<file path="config.mk">
export PLATFORM = sky130hd
export DESIGN_NAME = tdm_chain_serializer
export DESIGN_NICKNAME = d
export VERILOG_FILES = /design/src/rtl/tdm_ser_pkg.sv /design/src/rtl/tdm_rst_sync.sv /design/src/rtl/tdm_word_trim.sv /design/src/rtl/tdm_frame_shifter.sv /design/src/rtl/tdm_chain_serializer.sv
export SDC_FILE = /design/constraint.sdc
export NUM_CORES = 1
export LEC_CHECK = 0
export BUFFER_PORTS_ARGS = -buffer_cell sky130_fd_sc_hd__buf_2
export CAP_MARGIN = 10
export CORE_MARGIN = 1.5
export CORE_UTILIZATION = 40
export CTS_CLUSTER_DIAMETER = 100
export DETAILED_ROUTE_END_ITERATION = 12
export PLACE_DENSITY = 0.67
export SYNTH_ARGS = -nofsm -noshare
export SYNTH_HDL_FRONTEND = slang
export SYNTH_HIERARCHICAL = 1
export SYNTH_SLANG_ARGS = --single-unit
</file>
<file path="constraint.sdc">
create_clock -name clk -period 1.9 [get_ports clk]
set_input_delay 0.38 -clock clk [delete_from_list [all_inputs] [get_ports clk]]
set_output_delay 0.38 -clock clk [all_outputs]
set_load 0.05 [all_outputs]
</file>
<file path="src/rtl/tdm_ser_pkg.sv">
package tdm_ser_pkg;

  // Output word width selection code
  typedef enum logic [1:0] {
    WSEL_24 = 2'b00,
    WSEL_20 = 2'b01,
    WSEL_18 = 2'b10,
    WSEL_16 = 2'b11
  } wsel_e;

  // Number of sample LSBs cleared for each width code
  function automatic logic [4:0] drop_for(wsel_e sel);
    case (sel)
      WSEL_24: drop_for = 5'd0;
      WSEL_20: drop_for = 5'd4;
      WSEL_18: drop_for = 5'd6;
      default: drop_for = 5'd8;
    endcase
  endfunction

endpackage

</file>
<file path="src/rtl/tdm_rst_sync.sv">
module tdm_rst_sync #(
  parameter int STAGES = 2
) (
  input  logic clk,
  input  logic rst_n,
  output logic rst_n_sync
);

  logic [STAGES-1:0] sync_q;
  logic [STAGES-1:0] sync_d;

  always_comb begin
    sync_d = {sync_q[STAGES-2:0], 1'b1};
  end

  always_ff @(posedge clk or negedge rst_n) begin
    if (!rst_n) begin
      sync_q <= '0;
    end else begin
      sync_q <= sync_d;
    end
  end

  assign rst_n_sync = sync_q[STAGES-1];

endmodule

</file>
<file path="src/rtl/tdm_word_trim.sv">
module tdm_word_trim
  import tdm_ser_pkg::*;
#(
  parameter int SAMPLE_W = 24
) (
  input  logic [1:0]          wsel,
  input  logic [SAMPLE_W-1:0] smp_in,
  output logic [SAMPLE_W-1:0] smp_out
);

  logic [4:0]          drop_cnt;
  logic [SAMPLE_W-1:0] keep_mask;

  always_comb begin
    drop_cnt = drop_for(wsel_e'(wsel));
  end

  // One keep bit per sample position: kept when at or above the drop count
  for (genvar g = 0; g < SAMPLE_W; g++) begin : g_mask
    assign keep_mask[g] = (5'(g) >= drop_cnt);
  end

  assign smp_out = smp_in & keep_mask;

endmodule

</file>
<file path="src/rtl/tdm_frame_shifter.sv">
module tdm_frame_shifter #(
  parameter int FRAME_W = 64
) (
  input  logic               clk,
  input  logic               rst_n,
  input  logic               load_en,
  input  logic               shift_en,
  input  logic [FRAME_W-1:0] load_word,
  input  logic               ser_in,
  output logic [FRAME_W-1:0] frame_q,
  output logic               ser_out
);

  logic [FRAME_W-1:0] frame_d;
  logic               frame_en;

  // Next-state: load has priority over shift
  always_comb begin
    frame_en = load_en | shift_en;
    if (load_en) begin
      frame_d = load_word;
    end else if (shift_en) begin
      frame_d = {frame_q[FRAME_W-2:0], ser_in};
    end else begin
      frame_d = frame_q;
    end
  end

  always_ff @(posedge clk or negedge rst_n) begin
    if (!rst_n) begin
      frame_q <= '0;
    end else if (frame_en) begin
      frame_q <= frame_d;
    end
  end

  assign ser_out = frame_q[FRAME_W-1];

endmodule

</file>
<file path="src/rtl/tdm_chain_serializer.sv">
module tdm_chain_serializer #(
  parameter int SAMPLE_W    = 24,
  parameter int HALF_W      = 32,
  parameter int SYNC_STAGES = 2
) (
  input  logic                clk,
  input  logic                rst_n,
  input  logic                bit_en,
  input  logic                frame_ld,
  input  logic [1:0]          width_sel,
  input  logic [SAMPLE_W-1:0] left_smp,
  input  logic [SAMPLE_W-1:0] right_smp,
  input  logic                cascade_in,
  output logic                sdata_out
);

  localparam int PAD_W   = HALF_W - SAMPLE_W;
  localparam int FRAME_W = 2 * HALF_W;
  localparam int N_CH    = 2;

  logic                       core_rst_n;
  logic [N_CH-1:0][SAMPLE_W-1:0] raw_smp;
  logic [N_CH-1:0][SAMPLE_W-1:0] trim_smp;
  logic [FRAME_W-1:0]         load_word;
  logic [FRAME_W-1:0]         frame_q;

  tdm_rst_sync #(
    .STAGES(SYNC_STAGES)
  ) u_rst_sync (
    .clk       (clk),
    .rst_n     (rst_n),
    .rst_n_sync(core_rst_n)
  );

  // Channel 1 is left (upper half), channel 0 is right (lower half)
  assign raw_smp[1] = left_smp;
  assign raw_smp[0] = right_smp;

  for (genvar c = 0; c < N_CH; c++) begin : g_ch
    tdm_word_trim #(
      .SAMPLE_W(SAMPLE_W)
    ) u_trim (
      .wsel   (width_sel),
      .smp_in (raw_smp[c]),
      .smp_out(trim_smp[c])
    );
    assign load_word[c*HALF_W +: HALF_W] = {trim_smp[c], {PAD_W{1'b0}}};
  end

  tdm_frame_shifter #(
    .FRAME_W(FRAME_W)
  ) u_shifter (
    .clk      (clk),
    .rst_n    (core_rst_n),
    .load_en  (frame_ld),
    .shift_en (bit_en),
    .load_word(load_word),
    .ser_in   (cascade_in),
    .frame_q  (frame_q),
    .ser_out  (sdata_out)
  );

endmodule

</file>
==> results of run 1 <==
sequential cells by signal, summed over array words and instances (netlist names):
name and flops:
u_shifter/frame_q 64, u_rst_sync/sync_q 2
report_power, final:
group          switching [mW]  total [mW]  internal [mW]
Combinational           0.228       0.445          0.217
Clock                   0.516        1.19          0.670
Sequential             0.0834        1.63           1.54
routing by layer:
metal / GRT usage / up-vias / routed length (um)
li1: - / 1201 / -
met1: 0.1843 / 1055 / 2998
met2: 0.2119 / 40 / 2641
met3: 0.02529 / 9 / 169
met4: 0.06020 / 0 / 110
met5: 0 / - / 0
per-stage QoR:
| step | utilization | hold slack (ns) | setup slack [ns] | area, um2 | instances |
|---|---|---|---|---|---|
| global placement | 0.4478 | 0.1673 | 0.5137 | 3735 | 480 |
| finish | 0.4734 | 0.2516 | 0.5810 | 3949 | 497 |
| floorplan | - | 0.08441 | 0.7700 | 3563 | 360 |
| detailed placement | 0.4478 | 0.1694 | 0.4883 | 3735 | 480 |
| CTS | 0.4734 | 0.2453 | 0.5651 | 3949 | 497 |
| global route | 0.4734 | 0.2416 | 0.5453 | 3949 | 497 |
path summary, 6_finish.rpt:
kind	slack [ns]	depth (start not counted)	to
worst max-delay path	0.58	1	sdata_out
worst min-delay path	0.25	3	u_shifter/frame_q[30]
worst max register to register	1.02	1	u_shifter/frame_q[49]
worst min register to register	0.28	0	u_shifter/frame_q[52]
max in group asynchronous	1.02	1	u_shifter/frame_q[49]
min in group asynchronous	0.28	0	u_shifter/frame_q[52]
cell usage in the layout (no fill, tap or decap), types with 2 or more instances in the layout:
master and instances:
sky130_fd_sc_hd__buf_4 3, sky130_fd_sc_hd__o21a_1 4, sky130_fd_sc_hd__dfrtp_1 65, sky130_fd_sc_hd__buf_12 4, sky130_fd_sc_hd__and2b_2 4, sky130_fd_sc_hd__o21ai_0 4
sky130_fd_sc_hd__mux2i_1 64, sky130_fd_sc_hd__nor2b_1 2, sky130_fd_sc_hd__inv_1 4, sky130_fd_sc_hd__a21boi_0 4, sky130_fd_sc_hd__clkbuf_8 11, sky130_fd_sc_hd__o21ai_1 60
sky130_fd_sc_hd__and2_1 10, sky130_fd_sc_hd__clkinv_2 3, sky130_fd_sc_hd__conb_1 17, sky130_fd_sc_hd__nand2_1 66, sky130_fd_sc_hd__buf_2 53, sky130_fd_sc_hd__ha_1 10
cell type report:
cell class	instances	area (um2)	share of cell area
multi-input cells	245	1568	0.3970
well taps	105	131.4	0.03327
flip-flops and latches	66	1653	0.4186
repair buffers	61	377.9	0.09569
inverters	4	15.01	0.003802
clock buffers	11	151.4	0.03834
clock inverters	5	52.55	0.01331
repair_timing:
| item | 4_1_cts | 5_1_grt |
|---|---|---|
| hold buffers | 1 | 0 |
| endpoints found under the hold margin | 2 | 0 |
| gates resized for setup | 0 | 0 |
==> Flow_metrics.wiki, run 1 <==
{| class="wikitable"
! Metric !! Value
|-
| Post-detailed-route wirelength per cell || 11.91 um
|-
| Run status || complete, no violations
|-
| Final GP Congestion || 0.7470
|-
| Via/cell ratio || about 4.6
|-
| DRC errors left || 0
|-
| RSZ-0062 raised after global routing || false
|-
| Die extent in y || 96.62 um
|-
| Maximum clock frequency || between 0.7 and 0.8 GHz
|-
| Starting utilization of the core area || 0.4203
|-
| CP max-delay cell || sky130_fd_sc_hd__dfrtp_1
|-
| Type of the setup path with the least slack || register to output pin
|-
| Required @ worst endpoint || 1.52 ns
|-
| Filler Cell Count || just over 800
|-
| Port buffer count || 55
|-
| Number of antenna violations at the first check in global routing || 0
|-
| Number of rows in the core area || 33
|-
| Startpoint of the worst setup timing path || u_shifter/frame_q[63]
|-
| Sum of routed wire length over all layers || around 5900 um
|-
| Post-synthesis instance area || ~3500 um2
|-
| Total die area || just over 9000 um2
|-
| TritonCTS buffer count || 9
|-
| Buffer cell driving the clock tree root || sky130_fd_sc_hd__clkbuf_8
|-
| Number of DRC violations after detailed-routing iteration 0 || approximately 140
|-
| Worst-case clock buffer depth || 2
|-
| Clock latency reported for the late side of the worst-skew pair || around 0.34 ns
|-
| First-pass GRT wire length || about 11000 um
|-
| Worst path cell trace || buf_2
|-
| DP Wirelength || 4065 um
|-
| Cells after Synth || approximately 350
|-
| Number of vias after detailed routing || ~2300
|-
| Area growth from synthesis to layout || 12.63%
|-
| Sum of buffers and inverters on the critical path || 1
|-
| Pin count of the biggest net entering global routing || around 130
|-
| Worst min path class || primary input to register
|-
| Power Total || approximately 3.3 mW
|-
| Number of nets in the layout || approximately 450
|-
| Max Cap Violations || 0
|-
| TritonRoute pass-1 iters || 4
|-
| Maximum fanout count along the critical path || 2
|-
| PD cells || just over 800 nW/um2
|-
| Number of global-route vias before repair || 2320
|-
| Fin crit share || 0.6942
|-
| Data arrival time at the worst-slack endpoint || 0.94 ns
|-
| Rel. slew slack || 0.6023
|-
| Chip width || ~97 um
|-
| Number of antenna repair diodes || 0
|-
| Area of the core || roughly 8300 um2
|-
| Cell class contributing the biggest share of worst-path delay || flip-flops
|-
| Clock H-tree levels || 3
|-
| Worst ir drop on vdd || roughly 0.41 mV
|-
| Hold violation count in the final report || 0
|-
| CTS tree || yes
|-
| Layout Skew || around 0.006 ns
|-
| Worst Tran Pin Value || roughly 0.60 ns
|-
| Average footprint of a synthesized cell || 10.16 um2
|-
| Clock transition at the registers of the reported paths || about 0.070 ns
|-
| Clock sink count || 66
|-
| FF-to-FF Start || u_rst_sync/sync_q[1]
|-
| Number of max-slew violations in the final report || 0
|-
| Delay contributed by the slowest stage of the critical path || between 0.3 and 0.4 ns
|-
| Kind of start point of the critical path || register
|-
| Remaining antenna violation count after routing || 0
|-
| Fraction of layout cells with a size suffix above 1 || 0.2066
|-
| Fin Setup TNS || 0 ns
|-
| Startpoint of the most critical hold path || right_smp[22]
|-
| All-layer global routing usage || 0.1357
|-
| Number of setup buffers added after CTS || 0
|-
| I/O pin count || 56
|-
| Final min period || roughly 1.3 ns
|-
| Endpoint type of the worst setup path || output pin
|-
| Finish-stage setup viols || 0
|-
| Leakage power summed over all cells || between 1.5 and 2 nW
|-
| Aggregate global routing overflow || 0
|-
| Synthesis warning total || 6
|}
No activity file was read; power rests on OpenSTA's default activity.
==> run 2, diff against run 1 <==
==> constraint.sdc (replaced) <==
create_clock -name clk -period 1.1 [get_ports clk]
set_input_delay 0.22 -clock clk [delete_from_list [all_inputs] [get_ports clk]]
set_output_delay 0.22 -clock clk [all_outputs]
set_load 0.05 [all_outputs]
==> Flow_metrics.wiki, run 2 (synthesis results as in run 1) <==
{| class="wikitable"
! Metric !! Value
|-
| Run status || finished, violations left
|-
| Violations in the final reports || negative setup slack
|-
| Aggregate global routing overflow || 0
|-
| DRC errors left || 0
|-
| Flop-to-flop setup slack || around 0.34 ns
|-
| Clock latency reported for the late side of the worst-skew pair || 0.34 ns
|-
| Post-detailed-route wirelength per cell || 12.04 um
|-
| Fraction of layout cells with a size suffix above 1 || 0.2121
|-
| Number of nets in the layout || around 460
|-
| Register bank with the most flops || u_shifter/frame_q
|-
| Hold Path Depth || 3
|-
| Delay contributed by the slowest stage of the critical path || around 0.4 ns
|-
| Number of antenna repair diodes || 0
|-
| First-pass GRT wire length || 10820 um
|-
| Kind of start point of the critical path || register
|-
| Most common cell after layout, fill and taps aside || sky130_fd_sc_hd__nand2_1
|-
| Number of global-route vias before repair || about 2400
|-
| PD cells || 1389 nW/um2
|-
| Final min period || between 1 and 1.5 ns
|-
| Power Total || 5.530 mW
|-
| Final GP Congestion || between 0.7 and 0.8
|-
| Sum of routed wire length over all layers || 6034 um
|-
| Area growth from synthesis to layout || 13.56%
|-
| Worst-case clock buffer depth || 2
|-
| Layout Skew || 0.006887 ns
|-
| TritonRoute pass-1 iters || 4
|-
| Area of the core || between 8000 and 9000 um2
|-
| Data arrival time at the worst-slack endpoint || about 0.9 ns
|-
| Fin Setup TNS || -0.01497 ns
|-
| Port buffer count || between 50 and 60
|-
| All-layer global routing usage || 0.1411
|-
| Largest register FFs || 64
|-
| Endpoint type of the worst setup path || output pin
|-
| Required @ worst endpoint || ~0.88 ns
|-
| Total die area || approximately 9300 um2
|-
| Type of the setup path with the least slack || register to output pin
|-
| CP max-delay cell || sky130_fd_sc_hd__dfrtp_1
|-
| Number of rows in the core area || 33
|-
| DP Wirelength || ~4200 um
|-
| I/O pin count || 56
|-
| Number of DRC violations after detailed-routing iteration 0 || 100
|-
| Via/cell ratio || 4.647
|-
| Startpoint of the most critical hold path || left_smp[22]
|-
| Final WS setup || -0.01497 ns
|-
| Number of setup buffers added after CTS || 0
|-
| Clock sink count || 66
|-
| RSZ-0062 raised after global routing || true
|-
| Worst ir drop on vdd || approximately 0.53 mV
|-
| CTS tree || yes
|-
| Cell class contributing the biggest share of worst-path delay || flip-flops
|-
| Worst path cell trace || buf_6
|-
| Finish-stage setup viols || 1
|-
| TritonCTS buffer count || 9
|-
| Clock transition at the registers of the reported paths || 0.07 ns
|-
| Chip width || between 90 and 100 um
|-
| Sum of buffers and inverters on the critical path || 1
|-
| Remaining antenna violation count after routing || 0
|-
| Hold violation count in the final report || 0
|-
| Max Cap Violations || 0
|-
| Count of placed standard cells in the final layout, fillers left out || 501
|-
| Starting utilization of the core area || 0.4203
|-
| Final core occ || 0.4773
|-
| Hold Crit Endpoint || u_shifter/frame_q[62]
|-
| Leading cell types in the layout, fill and taps excluded || sky130_fd_sc_hd__nand2_1, sky130_fd_sc_hd__dfrtp_1, sky130_fd_sc_hd__mux2i_1
|-
| Register-to-Register Path Depth || 2
|-
| Buffer cell driving the clock tree root || sky130_fd_sc_hd__clkbuf_8
|-
| Maximum clock frequency || 0.8969 GHz
|-
| FF-to-FF Start || u_shifter/frame_q[61]
|-
| Leakage power summed over all cells || between 2 and 2.5 nW
|-
| Number of vias after detailed routing || about 2300
|-
| Fin crit share || 1.014
|-
| Pre-CTS WS || -0.07454 ns
|-
| Worst min path class || primary input to register
|-
| Die extent in y || around 97 um
|-
| Maximum fanout count along the critical path || 2
|-
| Number of antenna violations at the first check in global routing || 0
|-
| Clock H-tree levels || 3
|-
| Number of max-slew violations in the final report || 0
|-
| Registers with the most flip-flops || u_shifter/frame_q (64), u_rst_sync/sync_q (2)
|-
| Pin count of the biggest net entering global routing || 65
|-
| Worst reg2reg path endpoint || u_shifter/frame_q[62]
|-
| Total placed cells including tap cells || about 480
|}
-- run 2: cell types whose count changed in the layout (fill, tap and decap cells not counted), sizes merged --
| cell | previous run | this run |
|---|---|---|
| clkbuf | 11 | 10 |
| buf | 60 | 64 |
| clkinv | 3 | 4 |
-- run 2: how the worst max path moves through the flow --
stage | start | endpoint | cells past startpoint
2_1_floorplan | u_shifter/frame_q[63] | u_shifter/frame_q[63] | 2
3_3_place_gp | width_sel[1] | u_shifter/frame_q[50] | 6
3_5_place_dp | width_sel[1] | u_shifter/frame_q[19] | 6
4_1_cts | u_shifter/frame_q[63] | sdata_out | 1
5_1_grt | u_shifter/frame_q[63] | sdata_out | 1
6_report | u_shifter/frame_q[63] | sdata_out | 1
-- run 2: through the flow --
stage               area [um2]  hold slack, ns
finish                    3981         0.08490
CTS                       3981         0.06812
floorplan                 3566        -0.07559
global route              3981         0.08115
detailed placement        3780        0.008402
global placement          3780        0.005265
-- run 2: tightest hold or removal path: cells and delay by family --
kind	cells	cell delay, ns
AND/OR/NAND/NOR	1	0.04
AO/OA/AOI/OAI	1	0.06
buffers and inverters	1	0.08
-- run 2: per-layer routing --
| metal | routed length [um] | up-vias | track usage |
|---|---|---|---|
| li1 | - | 1210 | - |
| met1 | 2896 | 1066 | 0.1839 |
| met2 | 2782 | 41 | 0.2211 |
| met3 | 230 | 11 | 0.02962 |
| met4 | 124 | 0 | 0.07358 |
| met5 | 0 | - | 0 |
-- run 2: repair_timing --
item	CTS	global route
setup endpoints to repair	1	1
hold endpoints to repair	2	0
hold buffers	1	0
gates resized for setup	2	0
-- run 2: area by class of cell --
cell class | instances | area [um2]
well taps | 105 | 131.4
inverters | 4 | 15.01
flip-flops and latches | 66 | 1655
repair buffers | 65 | 426.7
clock inverters | 6 | 57.56
multi-input cells | 245 | 1568
fillers | 818 | 4359
clock buffers | 10 | 127.6
-- run 2: where the power goes --
| part | internal (mW) | switching, mW | total [mW] |
|---|---|---|---|
| logic | 0.394 | 0.413 | 0.807 |
| registers | 2.67 | 0.129 | 2.80 |
| clock network | 1.03 | 0.898 | 1.93 |
